--- config.mk ---
export PLATFORM = sky130hd
export DESIGN_NAME = zbw_monitor
export DESIGN_NICKNAME = d
export VERILOG_FILES = /design/src/rtl/zbw_pkg.sv /design/src/rtl/zbw_ctrl.sv /design/src/rtl/zbw_datapath.sv /design/src/rtl/zbw_monitor.sv
export SDC_FILE = /design/constraint.sdc
export NUM_CORES = 1
export LEC_CHECK = 0
export BUFFER_PORTS_ARGS = -buffer_cell sky130_fd_sc_hd__buf_2
export CORE_ASPECT_RATIO = 0.75
export CORE_UTILIZATION = 56
export CTS_CLUSTER_SIZE = 8
export DETAILED_ROUTE_END_ITERATION = 10
export MAX_ROUTING_LAYER = met4
export PLACE_DENSITY = 0.77
export SYNTH_ARGS = -nofsm -noshare
export SYNTH_HDL_FRONTEND = slang
export SYNTH_HIERARCHICAL = 1
export SYNTH_SLANG_ARGS = --single-unit
--- constraint.sdc ---
create_clock -name clk -period 4.05 [get_ports clk]
set_clock_uncertainty 0.2 [all_clocks]
set_input_delay 0.405 -clock clk [delete_from_list [all_inputs] [get_ports clk]]
set_output_delay 0.405 -clock clk [all_outputs]
set_load 0.005 [all_outputs]
--- src/rtl/zbw_pkg.sv ---
package zbw_pkg;
  localparam int NZONE = 4;
  localparam int SLOT_W = 2;
  localparam int ACT_W = SLOT_W * NZONE;

  localparam logic [3:0] REG_STATUS = 4'd0;
  localparam logic [3:0] REG_IRQCLR = 4'd1;
  localparam logic [3:0] REG_IRQEN  = 4'd2;
  localparam logic [3:0] REG_ENABLE = 4'd3;
  localparam logic [3:0] REG_CTLCLR = 4'd4;
  localparam logic [3:0] REG_WINDOW = 4'd5;
  localparam logic [3:0] REG_THRHI  = 4'd6;
  localparam logic [3:0] REG_THRMED = 4'd7;
  localparam logic [3:0] REG_THRLO  = 4'd8;
  localparam logic [3:0] REG_ACTION = 4'd9;
  localparam logic [3:0] REG_HITLIM = 4'd10;
  localparam logic [3:0] REG_MAX0   = 4'd12;

  typedef struct packed {
    logic             snap;    // window ends: latch sample, restart accumulator
    logic             eval;    // classify latched sample
    logic             clrRun;  // clear running counters
    logic             clrAll;  // also clear maximums and hit counters
    logic [NZONE-1:0] irqClr;  // write-one-to-clear of status
  } zbwStrobe_t;
endpackage

--- src/rtl/zbw_ctrl.sv ---
module zbw_ctrl
  import zbw_pkg::*;
#(
  parameter int WIN_W = 24,
  parameter int THR_W = 12,
  parameter int HIT_W = 8
) (
  input  logic                   clk,
  input  logic                   rstN,
  input  logic                   tick,
  input  logic                   regWrEn,
  input  logic [3:0]             regAddr,
  input  logic [31:0]            regWrData,
  input  logic [NZONE-1:0]       statusIn,
  input  logic [NZONE*THR_W-1:0] maxIn,
  output logic [31:0]            regRdData,
  output logic                   monEn,
  output logic [NZONE-1:0]       irqEn,
  output logic [THR_W-1:0]       thrLo,
  output logic [THR_W-1:0]       thrMed,
  output logic [THR_W-1:0]       thrHi,
  output logic [NZONE*ACT_W-1:0] actions,
  output logic [NZONE*HIT_W-1:0] hitLimit,
  output zbwStrobe_t             strb
);
  logic [WIN_W-1:0] winLen;
  logic [WIN_W-1:0] tickCnt;
  logic [WIN_W:0]   tickNext;
  logic [WIN_W:0]   winEff;
  logic             windowDone;
  logic             evalQ;
  logic             ctlWr;

  assign ctlWr = regWrEn && (regAddr == REG_CTLCLR);

  // window timer
  assign tickNext   = {1'b0, tickCnt} + 1'b1;
  assign winEff     = (winLen == '0) ? (WIN_W+1)'(1) : {1'b0, winLen};
  assign windowDone = monEn && tick && (tickNext >= winEff);

  always_comb begin
    strb.clrRun = ctlWr && (regWrData[0] || regWrData[1]);
    strb.clrAll = ctlWr && regWrData[1];
    strb.snap   = windowDone && !strb.clrRun;
    strb.eval   = evalQ;
    strb.irqClr = (regWrEn && (regAddr == REG_IRQCLR)) ? regWrData[NZONE-1:0] : '0;
  end

  always_ff @(posedge clk) begin
    if (!rstN) begin
      tickCnt <= '0;
      evalQ   <= 1'b0;
    end else begin
      evalQ <= strb.snap;
      if (strb.clrRun || windowDone) tickCnt <= '0;
      else if (monEn && tick)        tickCnt <= tickNext[WIN_W-1:0];
    end
  end

  // configuration registers
  always_ff @(posedge clk) begin
    if (!rstN) begin
      monEn    <= 1'b0;
      irqEn    <= '0;
      winLen   <= '0;
      thrLo    <= '0;
      thrMed   <= '0;
      thrHi    <= '0;
      actions  <= '0;
      hitLimit <= '0;
    end else if (regWrEn) begin
      case (regAddr)
        REG_ENABLE: monEn    <= regWrData[0];
        REG_IRQEN:  irqEn    <= regWrData[NZONE-1:0];
        REG_WINDOW: winLen   <= regWrData[WIN_W-1:0];
        REG_THRLO:  thrLo    <= regWrData[THR_W-1:0];
        REG_THRMED: thrMed   <= regWrData[THR_W-1:0];
        REG_THRHI:  thrHi    <= regWrData[THR_W-1:0];
        REG_ACTION: actions  <= regWrData[NZONE*ACT_W-1:0];
        REG_HITLIM: hitLimit <= regWrData[NZONE*HIT_W-1:0];
        default: ;
      endcase
    end
  end

  // read mux
  always_comb begin
    regRdData = '0;
    case (regAddr)
      REG_STATUS: regRdData = 32'(statusIn);
      REG_IRQEN:  regRdData = 32'(irqEn);
      REG_ENABLE: regRdData = 32'(monEn);
      REG_WINDOW: regRdData = 32'(winLen);
      REG_THRLO:  regRdData = 32'(thrLo);
      REG_THRMED: regRdData = 32'(thrMed);
      REG_THRHI:  regRdData = 32'(thrHi);
      REG_ACTION: regRdData = 32'(actions);
      REG_HITLIM: regRdData = 32'(hitLimit);
      default:    regRdData = '0;
    endcase
    for (int z = 0; z < NZONE; z++) begin
      if (regAddr == 4'(int'(REG_MAX0) + z)) regRdData = 32'(maxIn[z*THR_W +: THR_W]);
    end
  end
endmodule

--- src/rtl/zbw_datapath.sv ---
module zbw_datapath
  import zbw_pkg::*;
#(
  parameter int BYTE_W     = 16,
  parameter int UNIT_SHIFT = 6,
  parameter int THR_W      = 12,
  parameter int HIT_W      = 8,
  localparam int ACC_W     = THR_W + UNIT_SHIFT
) (
  input  logic                   clk,
  input  logic                   rstN,
  input  logic                   xferValid,
  input  logic [BYTE_W-1:0]      xferBytes,
  input  logic                   monEn,
  input  logic [NZONE-1:0]       irqEn,
  input  logic [THR_W-1:0]       thrLo,
  input  logic [THR_W-1:0]       thrMed,
  input  logic [THR_W-1:0]       thrHi,
  input  logic [NZONE*ACT_W-1:0] actions,
  input  logic [NZONE*HIT_W-1:0] hitLimit,
  input  zbwStrobe_t             strb,
  output logic [NZONE-1:0]       statusVec,
  output logic [NZONE*THR_W-1:0] maxFlat,
  output logic [NZONE*HIT_W-1:0] hitFlat,
  output logic [ACC_W-1:0]       accLevel,
  output logic                   irqOut
);
  localparam int SUM_W = ((ACC_W > BYTE_W) ? ACC_W : BYTE_W) + 1;
  localparam logic [ACC_W-1:0] ACC_MAX = '1;

  logic [ACC_W-1:0] accQ;
  logic [ACC_W-1:0] accSum;
  logic [ACC_W-1:0] accIn;
  logic [SUM_W-1:0] sumWide;
  logic [THR_W-1:0] sampleQ;
  logic [1:0]       zoneSel;
  logic [ACT_W-1:0] actSlice;

  // saturating accumulator
  assign sumWide = SUM_W'(accQ) + SUM_W'(xferBytes);
  assign accSum  = (sumWide > SUM_W'(ACC_MAX)) ? ACC_MAX : sumWide[ACC_W-1:0];
  assign accIn   = (monEn && xferValid) ? accSum : accQ;

  always_ff @(posedge clk) begin
    if (!rstN) begin
      accQ    <= '0;
      sampleQ <= '0;
    end else begin
      if (strb.clrRun || strb.snap) accQ <= '0;
      else                          accQ <= accIn;
      if (strb.snap) sampleQ <= accIn[ACC_W-1:UNIT_SHIFT];
    end
  end

  // zone classification, equality goes to the upper zone
  always_comb begin
    if (sampleQ < thrLo)       zoneSel = 2'd0;
    else if (sampleQ < thrMed) zoneSel = 2'd1;
    else if (sampleQ < thrHi)  zoneSel = 2'd2;
    else                       zoneSel = 2'd3;
  end

  assign actSlice = actions[int'(zoneSel)*ACT_W +: ACT_W];

  for (genvar t = 0; t < NZONE; t++) begin : g_zone
    logic [SLOT_W-1:0] slot;
    logic [HIT_W-1:0]  hitQ;
    logic [HIT_W-1:0]  limit;
    logic [THR_W-1:0]  maxQ;
    logic              statBit;
    logic              bump;
    logic              wipe;
    logic              atTop;
    logic              reach;

    assign slot  = actSlice[SLOT_W*t +: SLOT_W];
    assign wipe  = slot[0];
    assign bump  = (slot == 2'b10);
    assign limit = hitLimit[t*HIT_W +: HIT_W];
    assign atTop = &hitQ;
    assign reach = strb.eval && bump && !atTop &&
                   ((hitQ + 1'b1) == limit) && !(&limit);

    always_ff @(posedge clk) begin
      if (!rstN)                    hitQ <= '0;
      else if (strb.clrAll)         hitQ <= '0;
      else if (strb.eval && wipe)   hitQ <= '0;
      else if (strb.eval && bump && !atTop) hitQ <= hitQ + 1'b1;
    end

    always_ff @(posedge clk) begin
      if (!rstN) statBit <= 1'b0;
      else       statBit <= (statBit && !strb.irqClr[t]) || reach;
    end

    always_ff @(posedge clk) begin
      if (!rstN)            maxQ <= '0;
      else if (strb.clrAll) maxQ <= '0;
      else if (strb.eval && (zoneSel == 2'(t)) && (sampleQ > maxQ)) maxQ <= sampleQ;
    end

    assign statusVec[t]               = statBit;
    assign maxFlat[t*THR_W +: THR_W]  = maxQ;
    assign hitFlat[t*HIT_W +: HIT_W]  = hitQ;
  end

  assign accLevel = accQ;
  assign irqOut   = |(statusVec & irqEn);
endmodule

--- src/rtl/zbw_monitor.sv ---
module zbw_monitor
  import zbw_pkg::*;
#(
  parameter int BYTE_W     = 16,
  parameter int UNIT_SHIFT = 6,
  parameter int WIN_W      = 24,
  parameter int THR_W      = 12,
  parameter int HIT_W      = 8
) (
  input  logic              clk,
  input  logic              rstN,
  input  logic              xferValid,
  input  logic [BYTE_W-1:0] xferBytes,
  input  logic              tick,
  input  logic              regWrEn,
  input  logic [3:0]        regAddr,
  input  logic [31:0]       regWrData,
  output logic [31:0]       regRdData,
  output logic              irqOut
);
  localparam int ACC_W = THR_W + UNIT_SHIFT;

  zbwStrobe_t             strb;
  logic                   monEn;
  logic [NZONE-1:0]       irqEn;
  logic [THR_W-1:0]       thrLo;
  logic [THR_W-1:0]       thrMed;
  logic [THR_W-1:0]       thrHi;
  logic [NZONE*ACT_W-1:0] actions;
  logic [NZONE*HIT_W-1:0] hitLimit;
  logic [NZONE-1:0]       statusVec;
  logic [NZONE*THR_W-1:0] maxFlat;
  logic [NZONE*HIT_W-1:0] hitFlat;
  logic [ACC_W-1:0]       accLevel;

  zbw_ctrl #(.WIN_W(WIN_W), .THR_W(THR_W), .HIT_W(HIT_W)) u_ctrl (
    .clk(clk), .rstN(rstN), .tick(tick),
    .regWrEn(regWrEn), .regAddr(regAddr), .regWrData(regWrData),
    .statusIn(statusVec), .maxIn(maxFlat), .regRdData(regRdData),
    .monEn(monEn), .irqEn(irqEn), .thrLo(thrLo), .thrMed(thrMed), .thrHi(thrHi),
    .actions(actions), .hitLimit(hitLimit), .strb(strb)
  );

  zbw_datapath #(.BYTE_W(BYTE_W), .UNIT_SHIFT(UNIT_SHIFT), .THR_W(THR_W), .HIT_W(HIT_W)) u_dp (
    .clk(clk), .rstN(rstN), .xferValid(xferValid), .xferBytes(xferBytes),
    .monEn(monEn), .irqEn(irqEn), .thrLo(thrLo), .thrMed(thrMed), .thrHi(thrHi),
    .actions(actions), .hitLimit(hitLimit), .strb(strb),
    .statusVec(statusVec), .maxFlat(maxFlat), .hitFlat(hitFlat),
    .accLevel(accLevel), .irqOut(irqOut)
  );
endmodule

==> results of run 1 <==
-- layout by cell type (no fill, tap or decap), drive strengths merged, types with 64 or more instances in the layout --
cell      n
dfxtp   268
a21boi  125
mux2i    64
nor2    131
a21oi   111
ha      126
inv     131
buf     173
nand2   364
nand3    65
-- kinds of logic (layout without fill, tap and decap cells) --
logic type      count (synthesis)  count (layout)
compound gates                523             523
xor+xnor                       78              78
fa+ha+maj                     127             127
buf+inv                       250             365
flops                         268             268
mux                            70              70
other cells                     0               4
simple gates                  798             798
-- flip-flops by register name, summed over array words and instances, names as in the netlist, 12 cells and up --
name	cells
u_dp/g_zone.maxQ	48
u_ctrl/actions	32
u_ctrl/hitLimit	32
u_dp/g_zone.hitQ	32
u_ctrl/tickCnt	24
u_ctrl/winLen	24
u_dp/accLevel	18
u_ctrl/thrHi	12
u_ctrl/thrLo	12
u_ctrl/thrMed	12
u_dp/sampleQ	12
-- power by group through the flow --
| stage | combinational [mW] | sequential (mW) | clock [mW] |
|---|---|---|---|
| floorplan | 0.319 | 2.72 | 0 |
| detailed placement | 0.482 | 2.73 | 0 |
| global route | 0.553 | 2.68 | 3.02 |
| CTS | 0.501 | 2.68 | 2.91 |
| finish | 0.521 | 2.68 | 2.88 |
| global placement | 0.473 | 2.73 | 0 |
-- metal layers --
metal | wire length (um) | vias to the layer above | global-route usage [%]
met3 | 5490 | 139 | 8.25
met1 | 23300 | 7763 | 47.7
met2 | 22400 | 807 | 48.4
met5 | 0 | - | -
met4 | 1530 | 0 | 10.7
li1 | - | 7691 | -
-- metrics by stage --
stage	area, um2	setup WS, ns	TNS [ns]	power (mW)	std cells
finish	19300	0.0551	0	6.08	2625
global route	19300	-0.0800	-0.128	6.25	2625
CTS	19200	0.00517	0	6.09	2615
detailed placement	18000	-0.0210	-0.117	3.21	2549
global placement	18000	0.0681	0	3.21	2549
floorplan	17000	0.0270	0	3.04	2114
-- layout make-up --
type,count,share of cell area (%)
antenna,4,0.0518
clock buffer,39,5.05
clock inverter,2,0.201
inverter,130,2.52
multi-input combinational,1596,55.0
sequential,268,27.8
tap,392,2.54
timing repair buffer,194,6.83
-- timing repair --
item / CTS / global route
endpoints found under the setup margin: 14 / 30
endpoints found under the hold margin: 55 / 0
hold buffers: 21 / 0
resized for setup: 5 / 14
buffers inserted: 4 / 6
pin swaps: 4 / 7
-- tightest hold or removal path: stages --
cell and delay [ns]:
buf_2 0.15, nand2_1 0.07, a21boi_0 0.06
-- how the worst min path moves through the flow --
stage | from | endpoint | slack (ns) | cells past startpoint
3_5_place_dp | u_ctrl/actions[25] | u_ctrl/actions[25] | 0.27 | 2
5_1_grt | regWrData[11] | u_ctrl/thrHi[11] | 0.02 | 3
4_1_cts | regWrData[11] | u_ctrl/winLen[11] | 0.00005 | 3
2_1_floorplan | u_ctrl/thrHi[0] | u_ctrl/thrHi[0] | 0.25 | 2
3_3_place_gp | u_ctrl/winLen[9] | u_ctrl/winLen[9] | 0.26 | 2
6_report | regWrData[11] | u_ctrl/thrHi[11] | 0.02 | 3
==> results.md, run 1 <==
- Grt total ovfl: 0
- Sw Ratio: 24.6%
- CP Capture Point: u_dp/sampleQ[10]
- Area of the core: 0.0295 mm2
- Worst setup EP type: flop
- Synth Flop Type: dfxtp_1
- Layout cell share with drive strength beyond 1: 12.9%
- Ys async rst share: 0%
- Cells after Synth: 2114
- Detailed Place HPWL: 37400 um
- Die W: 203 um
- WL final: 52800 um
- H-tree Lvls: 2
- WL per Instance: 20.1 um
- Ys Warns: 6
- 1st-iter DRT viols: 1862
- ANT nets after route: 0
- Hold_ws: 0.0187 ns
- R2r endpoint: u_dp/sampleQ[10]
- Worst Path Buf+Inv: 5
- GRT Total Usage: 34.3%
- TritonCTS Sinks: 268
- Crit Path Class: flop to flop
- Vias in the first global route: 15.4k
- CTS Root Cell: clkbuf_16
- DRT Pass-1 Iters: 7
- Mapped Nets: 2298
- Cell taking the most area after synthesis: dfxtp_1
- Family with the most delay on the worst path: simple AND/OR/NAND/NOR gates
- Area taken by multi-input logic gates: 0.0106 mm2
- Tcrit/Tclk final: 98.6%
- Vias per inst: 6.25
- First-pass GRT wire length: 82700 um
- Crit-path cells: ha_4 -> nand3_4 -> nor4_4 -> buf_4 -> buf_4 -> nand3_1 -> xnor2_1 -> ha_1 -> nand2_1 -> or3_4 -> o41a_1 -> nand3_2 -> nor2_2 -> nor3_4 -> buf_6 -> buf_4 -> buf_4 -> nand4b_1 -> o311a_1
- Sequential-to-total area share from yosys stat: 31.6%
- Fillers: 2486
- Hold Crit Class: primary input to flop
- Sequential cell area: 0.00537 mm2
- Worst Tran Pin Value: 1.04 ns
- Adder-Cell Fraction of Synth Area: 9.41%
- Initial antenna violation count: 4
- Syn Area/Cell: 8.03 um2
- Final Core Density: 65.7%
- PwrDens: 314 mW/mm2
- Number of library cell types mapped by synthesis: 99
- Most frequent cells after synthesis: nand2_1, dfxtp_1, nor2_1
- Largest net degree at the start of global routing: 49
- Worst VDD drop: 0.487 mV
- Yosys reg bits: 268
- Hold Fails Final Rpt: 0
- Most common cell in the netlist: nand2_1
- Int Pwr: 4.58 mW
- Outcome: finished, final reports clean
- Post-synthesis xor/xnor area fraction: 4.03%
- Worst relative slew slack: 30.4%
- Worst r2r src: u_ctrl/tickCnt[0]
- Crit path from: u_ctrl/tickCnt[0]
- Synth Area in Compound Gates: 21.8%
- Combinational Power Share: 8.6%
- Reg power frac: 44.1%
- # setup viols final: 0
- Via count: 16.4k
- PortBufs: 89
- Area contributors post-synth: dfxtp_1, ha_1, nand2_1
- Die area: 0.0310 mm2
- Num ports: 90
- Area Growth Syn to Fin: 14.0%
- Arr. time, crit path: 4.20 ns
- Fin crit period: 3.99 ns
- Stages on worst setup path: 19
- FF-to-FF setup slack: 0.06 ns
- Lkg Pwr: 7.70 nW
- NetSw: 1.50 mW
- Post-synthesis cell area: 0.0170 mm2
- Inserted Clock Buffers: 39
- Clk_lat worst skew: 0.52 ns
- Post-synth top area share: 31.6%
- CP max stage cell: nor4_4
- Critical path launch point type: flop
- Max-slew violation count: 0
- DIE HEIGHT: 153 um
- Cell mode on critical path: buf_4
- Site Rows: 54
- CTS tree: yes
- Worst-path clk slew: 0.05 ns
- Synth Area in Simple Gates: 22.7%
- Max Buffers Root-to-Sink: 3
- Mux contribution to synthesized area: 4.17%
- F_max: 0.250 GHz
- Max stage delay on crit path: 0.39 ns
- Post-synth EDFFs: 0
- Total Nets Final: 2413
- Largest family of logic cells by synthesized area: simple AND/OR/NAND/NOR gates
- Max-cap viol count: 0
- Starting Density: 57.6%
- Crit Path Max Fanout: 3
- Critical Path RT: 4.26 ns
- GPL Wtd Cong: 0.977
- Clk network pwr share: 47.3%
- Drt drc: 0
- Register-to-Register Path Depth: 19
No activity file was read; power rests on OpenSTA's default activity.
==> inputs of run 2 (changes only) <==
--- a/config.mk
+++ b/config.mk
@@ -7,11 +7,10 @@
 export LEC_CHECK = 0
 export BUFFER_PORTS_ARGS = -buffer_cell sky130_fd_sc_hd__buf_2
 export CORE_ASPECT_RATIO = 0.75
-export CORE_UTILIZATION = 56
+export CORE_UTILIZATION = 25
 export CTS_CLUSTER_SIZE = 8
 export DETAILED_ROUTE_END_ITERATION = 10
 export MAX_ROUTING_LAYER = met4
-export PLACE_DENSITY = 0.77
 export SYNTH_ARGS = -nofsm -noshare
 export SYNTH_HDL_FRONTEND = slang
 export SYNTH_HIERARCHICAL = 1
==> run 2 against run 1 <==
Against the previous run: clock power is 2% higher; flip-flop and latch count stayed put; power up 1.2%; largest power group unchanged; critical path type unchanged.
==> results.md, run 2 (synthesized netlist as in run 1, its figures left out) <==
- 1st-iter DRT viols: 1502 (-19%)
- Max-slew violation count: 0 (unchanged)
- Starting Density: 25.3% (-32 points)
- Worst Tran Pin Value: 1.01 ns (-0.0283 ns)
- Clk network pwr share: 47.7% (+0.4 points)
- Post-route setup slack: 0.210 ns (+0.155 ns)
- Die area: 0.0689 mm2 (+120%)
- Pre-CTS setup slack: 0.0633 ns (+0.0843 ns)
- Vias in the first global route: 14.7k (-4.0%)
- Commonest non-fill, non-tap cell in the layout: nand2_1
- Outcome: finished, final reports clean
- Largest register FFs: 48 (unchanged)
- Max stage delay on crit path: 0.45 ns (+0.06 ns)
- Reg with most FFs: u_dp/g_zone.maxQ
- WL per Instance: 17.7 um (-12%)
- Via count: 15.7k (-4.1%)
- Clk_lat worst skew: 0.56 ns (+0.04 ns)
- Most frequent cells in the layout: nand2_1, dfxtp_1, inv_1, nor2_1, ha_1
- DIE HEIGHT: 228 um (+49%)
- DRT Pass-1 Iters: 6 (-1)
- Inserted Clock Buffers: 39 (unchanged)
- GPL Wtd Cong: 0.919 (-6.0%)
- Sw Ratio: 26.0% (+1.4 points)
- Worst relative slew slack: 32.3% (+1.9 points)
- ANT nets after route: 0 (unchanged)
- Highest metal used: met4
- Area of the core: 0.0670 mm2 (+130%)
- Worst VDD drop: 0.263 mV (-46%)
- Lkg Pwr: 7.74 nW (+0.49%)
- WL final: 55300 um (+4.7%)
- First-pass GRT wire length: 86400 um (+4.6%)
- Initial antenna violation count: 2 (-2)
- Total Nets Final: 2424 (+0.46%)
- Met3 WL: 3600 um (-34%)
- Worst setup EP type: flop
- Int Pwr: 4.56 mW (-0.59%)
- Num ports: 90 (unchanged)
- Fin crit period: 3.84 ns (-0.155 ns)
- Site Rows: 82 (+52%)
- Family with the most delay on the worst path: simple AND/OR/NAND/NOR gates
- Largest net degree at the start of global routing: 50 (+2.0%)
- H-tree Lvls: 2 (unchanged)
- Max Buffers Root-to-Sink: 3 (unchanged)
- Final Core Density: 29.8% (-36 points)
- Critical Path RT: 4.28 ns (+0.02 ns)
- Cell mode on critical path: buf_4
- PortBufs: 89 (unchanged)
- Hold Crit Class: primary input to flop
- NetSw: 1.60 mW (+6.8%)
- F_max: 0.260 GHz (+4.0%)
- Crit Path Class: flop to flop
- Final TNS setup: 0 ns (unchanged)
- Met2 routed WL: 23300 um (+3.8%)
- Max-cap viol count: 0 (unchanged)
- CTS tree: yes
- Crit Path Max Fanout: 8 (+5)
- Worst-path clk slew: 0.05 ns (about the same)
- # setup viols final: 0 (unchanged)
- Tcrit/Tclk final: 94.8% (-3.8 points)
- Drt drc: 0 (unchanged)
- Worst Path Buf+Inv: 3 (-2)
- CP max stage cell: o41a_1
- Layout cell share with drive strength beyond 1: 13.3% (+0.40 points)
- Area Growth Syn to Fin: 17.8%
- TritonCTS Sinks: 268 (unchanged)
- GRT Total Usage: 16.3% (-18 points)
- Met1 WL: 27000 um (+16%)
- Detailed Place HPWL: 40800 um (+9.2%)
- Arr. time, crit path: 4.07 ns (-0.13 ns)
- Die W: 303 um (+49%)
- Vias per inst: 5.03 (-20%)
- Combinational Power Share: 8.7% (about the same)
- Critical path launch point type: flop
- Crit-path cells: ha_2 -> nand3_4 -> nor4_4 -> nand3_2 -> o21ai_1 -> nand2_1 -> ha_1 -> nand3_1 -> or3_4 -> o41a_1 -> nand3_2 -> nor2_2 -> nor3_2 -> buf_4 -> buf_4 -> nand2_2 -> buf_4 -> o31ai_1
- Grt total ovfl: 0 (unchanged)
- Hold Fails Final Rpt: 0 (unchanged)
- CTS Root Cell: clkbuf_16
- PwrDens: 308 mW/mm2 (-2.1%)
- RSZ-0062 raised after global routing: false
- Reg power frac: 43.6% (-0.5 points)
run 2: layout make-up:
| type | count | area, um2 |
|---|---|---|
| fillers | 7167 | 47000 |
| flip-flops and latches | 268 | 5370 |
| clock buffers | 43 | 991 |
| repair buffers | 205 | 1380 |
| diodes | 2 | 5.00 |
| clock inverters | 2 | 28.8 |
| multi-input cells | 1596 | 10600 |
| inverters | 130 | 488 |
| well taps | 882 | 1100 |
run 2: path summary, 6_finish.rpt:
check | startpoint | end | slack, ns | cells after the start
min | regWrData[10] | u_ctrl/actions[10] | 0.03 | 3
max | u_ctrl/tickCnt[1] | u_dp/sampleQ[2] | 0.21 | 18
max reg2reg | u_ctrl/tickCnt[1] | u_dp/sampleQ[2] | 0.21 | 18
min reg2reg | u_ctrl/thrMed[7] | u_ctrl/thrMed[7] | 0.28 | 2
run 2: power by group through the flow:
stage          Clock [mW]  Sequential [mW]  Combinational, mW
2_1_floorplan           0             2.72              0.319
3_3_place_gp            0             2.73              0.508
3_5_place_dp            0             2.73              0.506
4_1_cts              3.00             2.68              0.526
5_1_grt              3.09             2.68              0.576
6_report             2.93             2.68              0.538
run 2: per-stage QoR:
step	cells	total power, mW	area, um2	hold WS [ns]
after floorplan	2114	3.04	17000	0.248
after global placement	3055	3.24	18700	0.273
after detailed placement	3055	3.24	18700	0.277
after CTS	3125	6.20	19900	0.0000590
after global routing	3128	6.34	20000	0.0377
final	3128	6.15	20000	0.0299
run 2: routing by layer:
metal,up-vias,GRT usage (%)
met4,0,4.67
met3,84,2.71
li1,7717,-
met1,7435,22.8
met5,-,-
met2,484,23.9
run 2: timing repair:
action / CTS / global route
hold endpoints to repair: 62 / 0
buffers inserted: 0 / 1
gates resized for setup: 0 / 17
endpoints found under the setup margin: 0 / 29
hold buffers: 25 / 0
run 2: worst min-delay path, stage by stage:
cell      delay, ns
buf_2          0.18
nand2_1        0.08
a21boi_0       0.06
==> inputs of run 3 (changes only) <==
--- a/config.mk
+++ b/config.mk
@@ -5,6 +5,7 @@
 export SDC_FILE = /design/constraint.sdc
 export NUM_CORES = 1
 export LEC_CHECK = 0
+export ABC_AREA = 1
 export BUFFER_PORTS_ARGS = -buffer_cell sky130_fd_sc_hd__buf_2
 export CORE_ASPECT_RATIO = 0.75
 export CORE_UTILIZATION = 25
==> run 3 against run 2 <==
Against the previous run: flip-flop and latch count unchanged; design area down 3.9%; routed wire length down 4.0%; core utilization down 0.34 points; power up 3.3%; synthesized cell count up 13%; clock-buffer cell count down 3; combinational power up 35%; clock power about the same; maximum frequency up 4.1%; largest cell class unchanged; largest power group unchanged.
==> results.md, run 3 <==
- Die area: 0.0670 mm2 (-2.8%)
- Worst VDD drop: 0.243 mV (-7.4%)
- Via count: 16.0k (+1.6%)
- Reg with most FFs: u_dp/g_zone.maxQ
- Most frequent cells in the layout: nand2_1, inv_1, a21oi_1, dfxtp_1, o21ai_0
- Ys async rst share: 0% (unchanged)
- Post-synth EDFFs: 0 (unchanged)
- CTS Root Cell: clkbuf_16
- Tcrit/Tclk final: 91.1% (-3.7 points)
- Total Nets Final: 2676 (+10%)
- FF-to-FF setup slack: 0.36 ns (+0.15 ns)
- Clk network pwr share: 46.0% (-1.7 points)
- Site Rows: 81 (-1.2%)
- Cells after Synth: 2383 (+13%)
- PwrDens: 331 mW/mm2 (+7.5%)
- Max Buffers Root-to-Sink: 3 (unchanged)
- Worst setup EP type: flop
- Worst relative slew slack: 36.2% (+3.9 points)
- F_max: 0.271 GHz (+4.1%)
- Lkg Pwr: 7.97 nW (+2.9%)
- First-pass GRT wire length: 81700 um (-5.5%)
- Tot Pwr: 6.36 mW (+3.3%)
- GPL Wtd Cong: 0.906 (-1.4%)
- Area contributors post-synth: dfxtp_1, nand2_1, ha_1
- Hold Crit Class: primary input to flop
- Starting Density: 25.3% (about the same)
- WL per Instance: 15.8 um (-11%)
- NetSw: 1.76 mW (+10%)
- Sw Ratio: 27.7% (+1.8 points)
- Area Growth Syn to Fin: 16.5%
- Post-route setup slack: 0.361 ns (+0.151 ns)
- Detailed Place HPWL: 39600 um (-2.9%)
- Grt total ovfl: 0 (unchanged)
- GRT Total Usage: 15.9% (-0.38 points)
- Worst-path clk slew: 0.05 ns (about the same)
- Clk_lat worst skew: 0.55 ns (about the same)
- Yosys reg bits: 268 (unchanged)
- Post-synthesis cell area: 0.0165 mm2 (-2.8%)
- Most frequent cells after synthesis: nand2_1, inv_1, a21oi_1
- Initial antenna violation count: 1 (-1)
- Mapped Nets: 2567 (+12%)
- Hold Fails Final Rpt: 0 (unchanged)
- Arr. time, crit path: 3.91 ns (-0.16 ns)
- Fin crit period: 3.69 ns (-0.151 ns)
- Critical path launch point type: flop
- Critical Path RT: 4.27 ns (about the same)
- Most common cell in the netlist: nand2_1
- Largest net degree at the start of global routing: 90 (+80%)
- H-tree Lvls: 2 (unchanged)
- PortBufs: 89 (unchanged)
- Sequential-to-total area share from yosys stat: 32.5% (+0.91 points)
- Synth Flop Type: dfxtp_1
- Outcome: finished, final reports clean
- Commonest non-fill, non-tap cell in the layout: nand2_1
- Vias per inst: 4.74 (-5.6%)
- TritonCTS Sinks: 268 (unchanged)
- DRT Pass-1 Iters: 6 (unchanged)
- Crit Path Max Fanout: 4 (-4)
- Max-slew violation count: 0 (unchanged)
- CP Capture Point: u_dp/accLevel[2]
- Syn Area/Cell: 6.92 um2 (-14%)
- Number of library cell types mapped by synthesis: 52 (-47%)
- CTS tree: yes
- Combinational Power Share: 11.4% (+2.7 points)
- Ys Warns: 6 (unchanged)
- Cell taking the most area after synthesis: dfxtp_1
- DIE HEIGHT: 224 um (-1.4%)
- Area of the core: 0.0652 mm2 (-2.7%)
- Area after DPL: 0.0179 mm2 (-4.0%)
- Register-to-Register Path Depth: 24 (+6)
- Inserted Clock Buffers: 39 (unchanged)
- R2r endpoint: u_dp/accLevel[2]
- Max-cap viol count: 0 (unchanged)
- Vias in the first global route: 14.1k (-4.4%)
- Reg power frac: 42.6% (-1.0 points)
- Crit Path Class: flop to flop
- Final Instance Area: 0.0192 mm2 (-3.9%)
- Worst Tran Pin Value: 0.955 ns (-0.0561 ns)
- Crit path from: u_ctrl/tickCnt[0]
- Worst r2r src: u_ctrl/tickCnt[0]
- Die W: 299 um (-1.4%)
- Pre-CTS setup slack: 0.261 ns (+0.197 ns)
- Layout cell share with drive strength beyond 1: 11.2% (-2.1 points)
- 1st-iter DRT viols: 1466 (-2.4%)
- WL final: 53100 um (-4.0%)
- Int Pwr: 4.59 mW (+0.85%)
- # setup viols final: 0 (unchanged)
- Num ports: 90 (unchanged)
- Post-synth top area share: 32.5% (+0.91 points)
- Drt drc: 0 (unchanged)
- Largest register FFs: 48 (unchanged)
- ANT nets after route: 0 (unchanged)
-- run 3: final cells by class --
| class | instances | area (um2) |
|---|---|---|
| diodes | 2 | 5.00 |
| clock buffers | 40 | 980 |
| clock inverters | 3 | 33.8 |
| fillers | 7171 | 45900 |
| inverters | 349 | 1320 |
| multi-input cells | 1683 | 9440 |
| flip-flops and latches | 268 | 5370 |
| well taps | 871 | 1090 |
| repair buffers | 150 | 985 |
| repair inverters | 1 | 7.51 |
-- run 3: repair_timing --
| action | CTS | global route |
|---|---|---|
| setup endpoints to repair | 0 | 25 |
| setup buffers | 0 | 1 |
| endpoints found under the hold margin | 55 | 0 |
| hold buffers | 25 | 0 |
| resized for setup | 0 | 6 |
-- run 3: through the flow --
stage	hold WS [ns]	setup TNS [ns]	instances	utilization [%]
after floorplan	0.239	0	2383	-
after global placement	0.253	0	3294	27.5
after detailed placement	0.255	0	3294	27.5
after CTS	0.00523	0	3362	29.4
after global routing	0.0133	-0.00255	3366	29.5
final	0.0355	0	3367	29.5
-- run 3: worst min-delay path by stage --
stage / from / endpoint / cells after the start
3_3_place_gp: u_dp/g_zone[0].hitQ[7] / u_dp/g_zone[0].hitQ[7] / 2
2_1_floorplan: u_ctrl/thrLo[6] / u_ctrl/thrLo[6] / 2
3_5_place_dp: u_dp/g_zone[0].hitQ[7] / u_dp/g_zone[0].hitQ[7] / 2
6_report: regWrData[1] / u_ctrl/thrLo[1] / 3
5_1_grt: regWrData[1] / u_ctrl/thrLo[1] / 3
4_1_cts: regWrData[1] / u_ctrl/thrLo[1] / 3
-- run 3: logic make-up after synthesis --
kind of cell             synth area share [%]
adder cells (fa/ha/maj)                  9.68
AO/OA/AOI/OAI                            19.1
flip-flops                               32.5
AND/OR/NAND/NOR                          25.3
buffers and inverters                    10.3
multiplexers                            0.303
XOR/XNOR                                 2.66
-- run 3: routing by layer --
metal | global-route usage, % | vias up | share of wire (%)
met1 | 24.3 | 7254 | 52
met3 | 3.79 | 55 | 9.1
met2 | 20.9 | 567 | 37
li1 | - | 8090 | -
met5 | - | - | 0
met4 | 2.66 | 0 | 1.3
-- run 3: power groups by stage --
| stage | Clock (mW) | Combinational (mW) | Sequential (mW) |
|---|---|---|---|
| floorplan | 0 | 0.464 | 2.75 |
| global placement | 0 | 0.677 | 2.76 |
| detailed placement | 0 | 0.677 | 2.76 |
| CTS | 2.99 | 0.701 | 2.70 |
| global route | 3.11 | 0.793 | 2.71 |
| finish | 2.93 | 0.724 | 2.71 |
-- run 3: worst max-delay path: stages, from the launching register on --
cell	delay, ns
dfxtp_2	0.36
ha_1	0.21
nand2_1	0.08
nor2_2	0.14
nand3_1	0.13
nor2_1	0.18
nand3_1	0.12
xor2_1	0.21
inv_1	0.07
ha_1	0.29
nand4_1	0.12
nor2_1	0.21
nand2_1	0.08
nand2_1	0.06
nand2_1	0.05
nand2_1	0.07
nor2_2	0.04
nand3_2	0.08
nand2_4	0.09
nor2_1	0.19
nor3_2	0.08
buf_4	0.15
clkdlybuf4s15_2	0.23
o211ai_1	0.10
inv_1	0.06
